`src/rtl/ldlock_pkg.sv`:
```
package ldlock_pkg;
    typedef enum logic {
        LK_FREE = 1'b0,
        LK_HELD = 1'b1
    } lock_state_e;
endpackage

```
`src/rtl/ldlock_cell.sv`:
```
module ldlock_cell
    import ldlock_pkg::*;
#(
    parameter bit TIED_FREE = 1'b0
) (
    input  logic clk,
    input  logic rst_n,
    input  logic set_i,
    input  logic clr_i,
    output logic lock_o
);
    generate
        if (TIED_FREE) begin : g_tied
            assign lock_o = 1'b0;
        end else begin : g_fsm
            lock_state_e state_q, state_d;

            always_ff @(posedge clk) begin
                if (!rst_n) state_q <= LK_FREE;
                else        state_q <= state_d;
            end

            always_comb begin
                state_d = state_q;
                unique case (state_q)
                    LK_FREE: if (set_i) state_d = LK_HELD;        // ISSUE / COLLIDE
                    LK_HELD: if (clr_i && !set_i) state_d = LK_FREE; // RETURN
                    default: state_d = LK_FREE;
                endcase
            end

            assign lock_o = (state_q == LK_HELD);

            AST_SET_HOLDS: assert property (@(posedge clk) disable iff (!rst_n)
                set_i |=> lock_o);
            AST_CLEAR_FREES: assert property (@(posedge clk) disable iff (!rst_n)
                (clr_i && !set_i) |=> !lock_o);
        end
    endgenerate
endmodule

```
`src/rtl/ldlock_hazard.sv`:
```
module ldlock_hazard #(
    parameter int NREG = 32,
    localparam int RW = $clog2(NREG)
) (
    input  logic [NREG-1:0] lock_i,
    input  logic            valid_i,
    input  logic [RW-1:0]   src_a_i,
    input  logic [RW-1:0]   src_b_i,
    input  logic [RW-1:0]   dst_i,
    output logic            stall_o
);
    always_comb begin
        stall_o = valid_i && (lock_i[src_a_i] || lock_i[src_b_i] || lock_i[dst_i]);
    end

    always_comb begin
        if (valid_i && src_a_i == '0 && src_b_i == '0 && dst_i == '0)
            AST_R0_NO_STALL: assert (!stall_o);
    end
endmodule

```
`src/rtl/ldlock_scoreboard.sv`:
```
module ldlock_scoreboard #(
    parameter int NREG = 32,
    parameter int DW   = 32,
    localparam int RW  = $clog2(NREG)
) (
    input  logic          clk,
    input  logic          rst_n,
    input  logic          dec_valid,
    input  logic [RW-1:0] dec_src_a,
    input  logic [RW-1:0] dec_src_b,
    input  logic [RW-1:0] dec_dst,
    input  logic          dec_is_load,
    output logic          dec_stall,
    output logic          req_valid,
    output logic [RW-1:0] req_tag,
    input  logic          rsp_valid,
    input  logic [RW-1:0] rsp_tag,
    input  logic [DW-1:0] rsp_data,
    output logic          rsp_pop,
    output logic          rf_we,
    output logic [RW-1:0] rf_waddr,
    output logic [DW-1:0] rf_wdata
);
    logic [NREG-1:0] lock_vec;
    logic            load_issue;

    ldlock_hazard #(.NREG(NREG)) u_hazard (
        .lock_i  (lock_vec),
        .valid_i (dec_valid),
        .src_a_i (dec_src_a),
        .src_b_i (dec_src_b),
        .dst_i   (dec_dst),
        .stall_o (dec_stall)
    );

    assign load_issue = dec_valid && dec_is_load && !dec_stall;

    generate
        for (genvar r = 0; r < NREG; r++) begin : g_reg
            ldlock_cell #(.TIED_FREE(r == 0)) u_cell (
                .clk    (clk),
                .rst_n  (rst_n),
                .set_i  (load_issue && dec_dst == RW'(r)),
                .clr_i  (rsp_valid && rsp_tag == RW'(r)),
                .lock_o (lock_vec[r])
            );
        end
    endgenerate

    // Request toward the memory queue: destination register is the tag.
    always_comb begin
        req_valid = load_issue;
        req_tag   = dec_dst;
    end

    // Dedicated response write port: always free, so every response is
    // written and popped in the cycle it is presented.
    always_comb begin
        rf_we    = rsp_valid;
        rf_waddr = rsp_tag;
        rf_wdata = rsp_data;
        rsp_pop  = rsp_valid && rf_we;
    end

    AST_NO_REQ_ON_STALL: assert property (@(posedge clk) disable iff (!rst_n)
        dec_stall |-> !req_valid);
    AST_LOAD_LOCKS: assert property (@(posedge clk) disable iff (!rst_n)
        (req_valid && req_tag != '0) ##1 (dec_valid && dec_src_a == $past(req_tag))
        |-> dec_stall);
    AST_POP_WRITES: assert property (@(posedge clk) disable iff (!rst_n)
        rsp_pop |-> (rf_we && rf_waddr == rsp_tag));
    AST_IDLE_NO_STALL: assert property (@(posedge clk) disable iff (!rst_n)
        !dec_valid |-> !dec_stall);
endmodule

```
`config.mk`:
```
export PLATFORM = sky130hd
export DESIGN_NAME = ldlock_scoreboard
export DESIGN_NICKNAME = d
export VERILOG_FILES = /design/src/rtl/ldlock_pkg.sv /design/src/rtl/ldlock_cell.sv /design/src/rtl/ldlock_hazard.sv /design/src/rtl/ldlock_scoreboard.sv
export SDC_FILE = /design/constraint.sdc
export NUM_CORES = 1
export LEC_CHECK = 0
export BUFFER_PORTS_ARGS = -buffer_cell sky130_fd_sc_hd__clkbuf_2
export CAP_MARGIN = 20
export CORE_MARGIN = 2
export CORE_UTILIZATION = 46
export CTS_CLUSTER_SIZE = 16
export DETAILED_ROUTE_END_ITERATION = 8
export PLACE_DENSITY = 0.76
export SYNTH_ARGS = -nofsm -noshare
export SYNTH_HDL_FRONTEND = slang
export SYNTH_SLANG_ARGS = --single-unit
```
`constraint.sdc`:
```
create_clock -name clk -period 2.05 [get_ports clk]
set_clock_uncertainty 0.2 [all_clocks]
set_input_delay 0.205 -clock clk [delete_from_list [all_inputs] [get_ports clk]]
set_output_delay 0.205 -clock clk [all_outputs]
set_load 0.05 [all_outputs]
```
Yosys cells after proc, flatten, opt, wreduce, memory -nomap -nowiden
Index checks and enable logic that the tools add are counted.

word-level totals
  bits of input ports = 57
  output and inout bits = 46
  flip-flop bits (word level) = 31
  logic and storage cells = 356

cells by class
  magnitude comparators = 3
  equal/unequal tests = 62
  reductions and logical operators = 130
  bitwise logic cells = 31
  mux-type cells = 99

operator list
  operator            count
  $eq 5x5->1 const B  32
  $logic_and 1x1->1   96
  $eq 5x4->1 const B  16
  $mux 1              65
  $pmux 1 s2          31
  $eq 5x3->1 const B  8
  $logic_not 1->1     32
  $not 1->1           31
  $eq 5x2->1 const B  4
  $lt 5x6->1 const B  3
  $bmux 1 s5          3
  $eq 5x1->1 const B  2
  $logic_or 1x1->1    2

Depth between registers and ports, before layout
Gate-level depths: netlist of run 1.

  depth in word-level cells = 12
  gate-level depth with buffers = 8
  mapped depth without buffers = 6

Modules after synthesis
A second synthesis of run 1 with hierarchy kept.

unflattened totals
  cells, all modules = 346
  area, all modules = 3021.6 um2

by module, submodules not included
  module                              cells an instance  area an instance (um2)  sequential area each (um2)  times used
  ldlock_cell (g_reg[10].u_cell ...)  3                  41.3                    20.0                        31
  ldlock_hazard                       113                923.4                   0.0                         1
  ldlock_scoreboard                   138                807.0                   0.0                         1
  ldlock_cell (g_reg[0].u_cell)       2                  11.3                    0.0                         1

Least setup slack after synthesis of run 1
Ideal clock, no wire load.

  kind = in2out
  from = input port dec_src_a[0]
  to = output port req_valid
  data required time = 1645 ps
  path slack = -983 ps
  buffers on the path = 2
  arrival = 2628 ps
  cell stages on the path = 7
  path through = buf_6 > mux4_2 > nor4b_1 > nor4_1 > a31o_4 > buf_6 > nor3_1

on the way
  cells in the longest elaborated chain, start to end = 7

ends and longest elaborated chain
  what                           RTL line                 text
  start, declared                ldlock_scoreboard.sv:9   input logic [RW-1:0] dec_src_a,
  $bmux 1 s5                     ldlock_hazard.sv:13      stall_o = valid_i && (lock_i[src_a_i] || lock_i[src_b_i] || lock_i[dst_i]);
  $mux 1 (implied by the code)   ldlock_hazard.sv:13
  $logic_or 1x1->1 (2 in a row)  ldlock_hazard.sv:13
  $logic_and 1x1->1              ldlock_hazard.sv:13
  $logic_not 1->1                ldlock_scoreboard.sv:36  assign load_issue = dec_valid && dec_is_load && !dec_stall;
  $logic_and 1x1->1              ldlock_scoreboard.sv:36
  end, declared                  ldlock_scoreboard.sv:14  output logic req_valid,

No other way between the ends. The select of a mux whose other input is x is not followed.

Worst setup path after layout of run 1
  from = register g_reg[31].u_cell.g_fsm.state_q
  to = output port dec_stall

on the way
  cells in the longest elaborated chain, start to end = 5
  elaborated cells between the ends (all ways) = 9
  those cells by class = mux: 6; reduce/logical: 3

ends and longest elaborated chain
  what                          RTL line                 text
  start, declared               ldlock_cell.sv:16        lock_state_e state_q, state_d;
  start signal, assigned        ldlock_cell.sv:20        else state_q <= state_d;
  $bmux 1 s5                    ldlock_hazard.sv:13
  $mux 1 (implied by the code)  ldlock_hazard.sv:13
  $logic_or 1x1->1              ldlock_hazard.sv:13
  $logic_or 1x1->1 (*)          ldlock_hazard.sv:13
  $logic_and 1x1->1 (*)         ldlock_hazard.sv:13
  end, declared                 ldlock_scoreboard.sv:13  output logic dec_stall,

Every way passes the cells marked *; elsewhere a longest branch is shown, timed or not. The select of a mux whose other input is x is not followed.

==> results.yml, run 1 <==
critical_path:
  endpoint_kind: "primary output"
  rr_worst_depth: 8
  worst-setup-path-type: "reg -> out"
  worst_ep_arrival_time_ns: 2.12
  worstPathRequired_ns: 1.64
  startpoint_type: "register"
  worst-path-max-fanout: 4
routing:
  dr.pass1.iters: 4
  via_count: 2537
  drt_iter0_drc: 223
  ant_nets: 0
  routed_wl_microns: 8730
  wl_per_cell_microns: 21.8
  drc: 0
  via_per_inst: 6.34
floorplanning:
  num_rows: 29
  fp.dieH_microns: 83.8
  initial_utilization_pct: 46.9
  die_area_sq_um: 7020
  core_sq_um: 6240
  io_pins: 103
  die_w_microns: 83.8
logic_synthesis:
  ys_top_cells_by_area: "dfxtp_1 21%, o41ai_2 14%, buf_4 11%"
  synth_cell_types: 43
  syn-instance-count: 288
  ys_seq_area_share_pct: 21.2
  yosys_warnings: 0
  ys_dominant_reg_cell: "dfxtp_1"
  synth_top_cell_area_share_pct: 21.2
  synth.avg_cell_area_sq_um: 10.2
  syn-num-nets: 345
  synth_edf_count: 0
  synthArstFlopShare_pct: 0
  netlist_area_sq_um: 2930
  synth_top_area_cell: "dfxtp_1"
  ys_seq_elements: 31
final_layout:
  final_core_util_pct: 57.5
  layout.cells.most_common: "buf_4"
  final_cell_mix: "48 x buf_4, 36 x clkbuf_2, 22 x nand2_1, 21 x o211ai_1, 17 x dfxtp_1"
  nNetsFinal: 379
  diodes: 0
  drive_above_1_share_pct: 54.2
  syn2layout_area_growth_pct: 22.4
  largest_register_ffs: 31
placement:
  place_congestion: 1.04
  port-buffer-count: 38
  post-dp-hpwl_microns: 6220
sta:
  tightest_slew_ns: 0.573
  drv_slew: 0
  worst_slack_ns: -0.470
  fmax_mhz: 397
  maxSlewHeadroom_pct: 61.3
  finalHoldViolations: 0
  setup-violations-final: 33
  fin_crit_sh_pct: 123
  rsz0062_at_grt: "yes"
  finalCriticalPeriod_ns: 2.52
power:
  pwr_density_cell_nw_per_um2: 460
  ir_worst_vdd_mv: 0.429
  total_power_mw: 1.65
  p_leak_nw: 1.51
global_routing:
  grt_usage_pct: 24.0
  grt_max_degree: 22
  gr-total-overflow: 0
  met3_usage_pct: 4.25
  first_global_vias: 2473
  grt_pass1_wl_microns: 13300
  grt_use_met2_pct: 37.5
  grt_use_met1_pct: 33.5
  grt-busiest-layer: "met2"
  antenna_found_initial: 0
cts:
  clock_sinks: 31
  cts-buffers-inserted: 5
  cts.clk_slew.worst_paths_ns: 0.06
  clockRootBuffer: "clkbuf_8"
  cts_buffer_depth: 2
  cts_tree: "done"
  worstSkewPairLatency_ns: 0.29
  htreeDepth: 2
run:
  drv_cap: 0
worst_hold_path:
  holdPathStages: 3
  hold_class: "in -> reg"
outcome:
  violations: "setup timing"
  status: "complete, but fails checks"
## critical path, cell delays in order, from the launching register on
cell and delay [ns]:
dfxtp_2 0.36, mux4_2 0.51, o2111ai_2 0.18, nand4_1 0.13, a31o_4 0.27, o21a_2 0.23, buf_8 0.15
## report_power, final
part / switching [mW] / internal (mW)
Combinational: 0.314 / 0.187
Sequential: 0.00279 / 0.603
Clock: 0.236 / 0.306
## per-layer routing
metal / vias to the layer above / wire length, microns / part of all wire (%)
li1: 1167 / - / -
met1: 1235 / 3630 / 42
met2: 121 / 4230 / 48
met3: 14 / 740 / 8.5
met4: 0 / 121 / 1.4
met5: - / 0 / 0
## layout make-up
| type | count | area, sq um |
|---|---|---|
| fillers | 519 | 2660 |
| well taps | 77 | 96.3 |
| flip-flops and latches | 31 | 641 |
| inverters | 5 | 18.8 |
| repair buffers | 97 | 729 |
| clock buffers | 8 | 100 |
| multi-input cells | 182 | 2000 |
## stage by stage
| stage | area (sq um) | std cells | TNS, ns | setup WS (ns) | hold slack [ns] |
|---|---|---|---|---|---|
| 2_1_floorplan | 2950 | 288 | -0.626 | -0.337 | 0.222 |
| 3_3_place_gp | 3130 | 385 | -10.88 | -0.415 | 0.210 |
| 3_5_place_dp | 3130 | 385 | -12.26 | -0.444 | 0.210 |
| 4_1_cts | 3380 | 397 | -10.33 | -0.481 | 0.166 |
| 5_1_grt | 3590 | 400 | -13.47 | -0.532 | 0.201 |
| 6_report | 3590 | 400 | -11.37 | -0.470 | 0.172 |
## synth_stat cells (all sizes together) (3+ instances only)
library cell	n
nor3	4
nand2b	4
nor3b	5
nor2	8
o311ai	6
a22oi	3
o211ai	21
buf	55
o21ai	3
nand2	22
o41ai	28
nor2b	3
clkbuf	15
nand3b	3
mux2i	15
nand3	16
dfxtp	31
mux4	17
o31ai	3
inv	5
o2111ai	3
## logic make-up after synthesis
family                 Yosys count  synth area share, %
AO/OA/AOI/OAI                   74                 28.3
buffers and inverters           75                 17.6
flip-flops                      31                 21.2
multiplexers                    33                 19.4
AND/OR/NAND/NOR                 75                 13.5
## worst paths after layout
check | start | end | slack [ns]
max reg2reg | g_reg[31].u_cell.lock_o$_SDFF_PN0_ | g_reg[10].u_cell.lock_o$_SDFF_PN0_ | -0.43
min | rst_n | g_reg[29].u_cell.lock_o$_SDFF_PN0_ | 0.17
min reg2reg | g_reg[15].u_cell.lock_o$_SDFF_PN0_ | g_reg[15].u_cell.lock_o$_SDFF_PN0_ | 0.37
max | g_reg[31].u_cell.lock_o$_SDFF_PN0_ | dec_stall | -0.47
## timing repair
action                                  in CTS  in global routing
endpoints found under the setup margin      33                 33
setup buffers                                4                  2
hold buffers                                 0                  0
pin swaps                                    7                 20
resized for setup                           36                 25
cloned                                       0                  1
Power figures use the tool's default switching activity.
==> run 2, diff against run 1 <==
--- a/config.mk
+++ b/config.mk
@@ -5,13 +5,16 @@
 export SDC_FILE = /design/constraint.sdc
 export NUM_CORES = 1
 export LEC_CHECK = 0
+export ABC_CLOCK_PERIOD_IN_PS = 2050
 export BUFFER_PORTS_ARGS = -buffer_cell sky130_fd_sc_hd__clkbuf_2
 export CAP_MARGIN = 20
+export CELL_PAD_IN_SITES_DETAIL_PLACEMENT = 0
+export CELL_PAD_IN_SITES_GLOBAL_PLACEMENT = 1
 export CORE_MARGIN = 2
-export CORE_UTILIZATION = 46
+export CORE_UTILIZATION = 34
 export CTS_CLUSTER_SIZE = 16
 export DETAILED_ROUTE_END_ITERATION = 8
-export PLACE_DENSITY = 0.76
+export PLACE_DENSITY = 0.75
 export SYNTH_ARGS = -nofsm -noshare
 export SYNTH_HDL_FRONTEND = slang
 export SYNTH_SLANG_ARGS = --single-unit
==> run 2 against run 1 <==
Compared with the run above:
- the flow still finishes with violations (setup timing)
- non-clock buffer count increased by 7
- worst setup slack got worse by 0.010 ns
- global-route usage decreased by 5.1 points
- critical path depth unchanged
- register-to-register slack got worse by 0.03 ns
- via count increased by 2.0%
- sequential cell count unchanged
- final cell count increased by 8.8%
- sequential power decreased by 0.8%
- sequential share of layout area decreased by 0.34 points
- hold slack got worse by 0.016 ns
- power decreased by 2.0%
- critical path type unchanged
- largest cell class unchanged
==> results.yml, run 2 (synthesis results as in run 1) <==
placement:
  port-buffer-count: 38
  place_congestion: 0.871
  post-dp-hpwl_microns: 6890
  pre_cts_ws_ns: -0.482
power:
  swShare_pct: 35.2
  total_power_mw: 1.62
  p_clk_share_pct: 29.1
  seqPwrFrac_pct: 37.2
  p_switching_mw: 0.570
  internal_power_mw: 1.05
  comb_power_share_pct: 33.7
  p_leak_nw: 1.55
  ir_worst_vdd_mv: 0.273
  pwr_density_cell_nw_per_um2: 433
global_routing:
  first_global_vias: 2533
  grt_max_degree: 33
  grt_usage_pct: 18.9
  gr-total-overflow: 0
  antenna_found_initial: 0
  grt_pass1_wl_microns: 14200
final_layout:
  final_cell_mix: "54 x buf_4, 36 x clkbuf_2, 22 x nand2_1, 21 x o211ai_1, 16 x o41ai_2"
  drive_above_1_share_pct: 57.0
  syn2layout_area_growth_pct: 27.5
  layout.cells.most_common: "buf_4"
  nNetsFinal: 386
  diodes: 0
  largest_register_ffs: 31
  fill_cells: 775
routing:
  via_per_inst: 5.95
  drc: 0
  ant_nets: 0
  routed_wl_microns: 9590
  dr.pass1.iters: 4
  wl_per_cell_microns: 22.1
  drt_iter0_drc: 175
  via_count: 2587
cts:
  worstSkewPairLatency_ns: 0.28
  cts_buffer_depth: 2
  cts-buffers-inserted: 5
  htreeDepth: 2
  cts.clk_slew.worst_paths_ns: 0.06
  ctsHoldBuffers: 0
  clock_sinks: 31
  cts_tree: "done"
  clockRootBuffer: "clkbuf_8"
critical_path:
  worst-setup-path-type: "reg -> out"
  slowest_stage: "mux4_2"
  worst-path-max-fanout: 4
  startpoint_type: "register"
  cp_cell_sequence: "mux4_2 -> o2111ai_2 -> nand4_1 -> a31o_4 -> o21a_2 -> buf_8"
  worst_ep_arrival_time_ns: 2.13
  crit_buf_inv: 1
  max_stage_delay_ns: 0.48
  endpoint_kind: "primary output"
  worstPathRequired_ns: 1.64
  critPathTopFamily: "compound AO/OA/AOI/OAI gates"
floorplanning:
  die_area_sq_um: 9370
  io_pins: 103
  initial_utilization_pct: 35.3
  core_sq_um: 8300
  num_rows: 33
  fp.dieH_microns: 96.8
  die_w_microns: 96.8
sta:
  finalCriticalPeriod_ns: 2.53
  finalHoldViolations: 0
  fmax_mhz: 395
  tightest_slew_ns: 0.640
  drv_slew: 0
  worst_slack_ns: -0.480
  holdWs_ns: 0.156
  maxSlewHeadroom_pct: 56.8
  rsz0062_at_grt: "yes"
  setup-violations-final: 33
  fin_crit_sh_pct: 123
outcome:
  status: "complete, but fails checks"
  violations: "setup timing"
run:
  drv_cap: 0
worst_hold_path:
  hold_class: "in -> reg"
[run 2: cell count changes in the layout (fill, tap and decap cells not counted), sizes merged]
| cell | before | now |
|---|---|---|
| buf | 60 | 66 |
| clkinv | 0 | 1 |
[run 2: stage by stage]
| stage | std cells | utilization (%) | setup TNS, ns | instance area, sq um |
|---|---|---|---|---|
| 2_1_floorplan | 288 | - | -0.626 | 2950 |
| 3_3_place_gp | 416 | 38.7 | -12.07 | 3210 |
| 3_5_place_dp | 416 | 38.7 | -13.22 | 3210 |
| 4_1_cts | 427 | 41.6 | -9.87 | 3450 |
| 5_1_grt | 435 | 45.0 | -13.54 | 3730 |
| 6_report | 435 | 45.0 | -13.14 | 3730 |
[run 2: cell type report]
| class | instances | area, sq um | area share, % |
|---|---|---|---|
| multi-input cells | 182 | 2020 | 54.1 |
| flip-flops and latches | 31 | 654 | 17.5 |
| clock inverters | 1 | 5.00 | 0.134 |
| clock buffers | 7 | 76.3 | 2.04 |
| inverters | 5 | 18.8 | 0.503 |
| repair buffers | 104 | 830 | 22.2 |
| well taps | 105 | 131 | 3.52 |
[run 2: worst paths after layout]
kind	startpoint	end	slack [ns]	cells after the start
min reg2reg	g_reg[15].u_cell.lock_o$_SDFF_PN0_	g_reg[15].u_cell.lock_o$_SDFF_PN0_	0.31	2
max reg2reg	g_reg[10].u_cell.lock_o$_SDFF_PN0_	g_reg[14].u_cell.lock_o$_SDFF_PN0_	-0.46	8
min	dec_dst[3]	g_reg[5].u_cell.lock_o$_SDFF_PN0_	0.16	3
max	g_reg[10].u_cell.lock_o$_SDFF_PN0_	dec_stall	-0.48	6
[run 2: routing by layer]
layer / track usage (%) / vias up / wire length [microns]
li1: - / 1178 / -
met1: 27.0 / 1270 / 4160
met2: 29.4 / 116 / 4610
met3: 3.61 / 23 / 674
met4: 4.77 / 0 / 148
met5: 0 / - / 0
[run 2: repair_timing]
action / 4_1_cts / 5_1_grt
resized for setup: 42 / 32
buffers inserted: 3 / 6
pin swaps: 10 / 22
setup endpoints to repair: 33 / 33
gates cloned: 0 / 2
[run 2: worst min-delay path, delay by kind of cell]
kind	cells	cell delay (ns)
AOI/OAI and AO/OA	1	0.09
buffers and inverters	2	0.30
[run 2: power groups by stage]
stage / clock network (mW) / logic [mW] / registers, mW
floorplan: 0 / 0.461 / 0.619
detailed placement: 0 / 0.404 / 0.621
global route: 0.489 / 0.567 / 0.601
finish: 0.470 / 0.546 / 0.601
CTS: 0.470 / 0.447 / 0.601
global placement: 0 / 0.398 / 0.621
==> run 3, diff against run 2 <==
--- a/config.mk
+++ b/config.mk
@@ -15,6 +15,7 @@
 export CTS_CLUSTER_SIZE = 16
 export DETAILED_ROUTE_END_ITERATION = 8
 export PLACE_DENSITY = 0.75
+export SETUP_SLACK_MARGIN = 0.15
 export SYNTH_ARGS = -nofsm -noshare
 export SYNTH_HDL_FRONTEND = slang
 export SYNTH_SLANG_ARGS = --single-unit
==> run 3 against run 2 <==
Compared with the run above:
- the run still ends with setup timing left
- critical path depth unchanged
- die area unchanged
- wire length decreased by 2.6%
- non-clock buffer count increased by 4
- first-iteration DRC count is 38% higher
- fmax down 0.33%
- critical path type unchanged
- largest power group unchanged
==> results.yml, run 3 (synthesis results as in run 1) <==
sta:
  setup_tns_ns: -12.59
  maxSlewHeadroom_pct: 61.8
  tightest_slew_ns: 0.566
  setup-violations-final: 33
  finalCriticalPeriod_ns: 2.54
  fmax_mhz: 394
  holdWs_ns: 0.178
  worst_slack_ns: -0.489
  rsz0062_at_grt: "yes"
  drv_slew: 0
  finalHoldViolations: 0
  fin_crit_sh_pct: 124
final_layout:
  multiInputGateArea_sq_um: 1920
  drive_above_1_share_pct: 56.3
  final_core_util_pct: 44.0
  largest_register_ffs: 31
  fill_cells: 773
  diodes: 0
  final_cell_mix: "58 x buf_4, 36 x clkbuf_2, 24 x o41ai_2, 22 x nand2_1, 21 x o211ai_1"
  stdcell_area_sq_um: 3650
  syn2layout_area_growth_pct: 24.6
  regArea_sq_um: 646
  layout.cells.most_common: "buf_4"
  nNetsFinal: 390
power:
  p_leak_nw: 1.56
  pwr_density_cell_nw_per_um2: 433
  ir_worst_vdd_mv: 0.227
global_routing:
  gr-total-overflow: 0
  grt_usage_pct: 19.6
  first_global_vias: 2724
  grt_pass1_wl_microns: 14900
  antenna_found_initial: 0
  grt_max_degree: 18
cts:
  cts_buffer_depth: 2
  worstSkewPairLatency_ns: 0.29
  clockRootBuffer: "clkbuf_8"
  clock_sinks: 31
  cts-buffers-inserted: 5
  cts.clk_slew.worst_paths_ns: 0.06
  htreeDepth: 2
  ctsHoldBuffers: 0
  cts_tree: "done"
placement:
  port-buffer-count: 38
  place_congestion: 0.913
  postPlaceCellArea_sq_um: 3260
  post-dp-hpwl_microns: 6790
floorplanning:
  initial_utilization_pct: 35.3
  num_rows: 33
  fp.dieH_microns: 96.8
  io_pins: 103
  die_area_sq_um: 9370
  core_sq_um: 8300
  die_w_microns: 96.8
critical_path:
  cp_cell_sequence: "mux2i_1 -> mux4_2 -> mux2_4 -> a32oi_4 -> o21a_2 -> buf_8"
  worst_ep_arrival_time_ns: 2.13
  slowest_stage: "mux4_2"
  worst-setup-path-type: "reg -> out"
  startpoint_type: "register"
  endpoint_kind: "primary output"
  crit_buf_inv: 1
  worst-path-max-fanout: 4
  critPathTopFamily: "multiplexers"
  max_stage_delay_ns: 0.49
  worstPathRequired_ns: 1.64
  rrSetupSlack_ns: -0.42
run:
  drv_cap: 0
routing:
  wl_per_cell_microns: 21.4
  via_count: 2680
  routed_wl_microns: 9340
  ant_nets: 0
  via_per_inst: 6.13
  drc: 0
  drt_iter0_drc: 241
  dr.pass1.iters: 4
outcome:
  status: "complete, but fails checks"
  violations: "setup timing"
worst_hold_path:
  hold_class: "in -> reg"
## run 3: changes by cell type in the layout (fill, tap and decap cells not counted), sizes merged
cell,before,now
clkbuf,45,42
buf,66,72
clkinv,1,0
## run 3: final cells by class
type	count	area share (%)
sequential	31	17.7
multi-input combinational	182	52.6
timing repair buffer	108	23.6
inverter	5	0.514
tap	105	3.60
clock buffer	6	1.99
## run 3: through the flow
step	std cells	total power [mW]	setup slack (ns)
3_5_place_dp	421	1.02	-0.507
3_3_place_gp	421	1.02	-0.490
5_1_grt	437	1.63	-0.542
2_1_floorplan	288	1.09	-0.319
6_report	437	1.58	-0.489
4_1_cts	431	1.54	-0.496
## run 3: tightest hold or removal path: cells and delay by family
| kind | cells | cell delay, ns |
|---|---|---|
| buffers and inverters | 1 | 0.18 |
| AND/OR/NAND/NOR | 2 | 0.20 |
| AO/OA/AOI/OAI | 1 | 0.05 |
## run 3: power by group
part	total, mW	switching, mW	leakage [nW]	internal (mW)
combinational	0.530	0.314	1.26	0.217
sequential	0.605	0.00292	0.259	0.602
clock	0.446	0.220	0.0371	0.226
## run 3: path summary, 6_finish.rpt
path                                            from  cells after the start                                  to
setup / recovery   g_reg[3].u_cell.lock_o$_SDFF_PN0_                      6                           dec_stall
setup reg to reg   g_reg[3].u_cell.lock_o$_SDFF_PN0_                      9  g_reg[29].u_cell.lock_o$_SDFF_PN0_
hold reg to reg   g_reg[12].u_cell.lock_o$_SDFF_PN0_                      2  g_reg[12].u_cell.lock_o$_SDFF_PN0_
hold / removal                            rsp_tag[0]                      4  g_reg[15].u_cell.lock_o$_SDFF_PN0_
## run 3: layer usage
metal	part of all wire (%)	track usage, %	routed length (microns)	vias to the layer above
met4	1.6	6.07	148	0
met5	0	0	0	-
met2	46	30.9	4300	140
met1	42	26.2	3950	1327
met3	10	5.27	945	24
li1	-	-	-	1189
## run 3: repair_timing
action,4_1_cts,5_1_grt
pin swaps,9,8
resized for setup,37,21
setup buffers,2,6
setup endpoints to repair,33,33
gates cloned,2,0
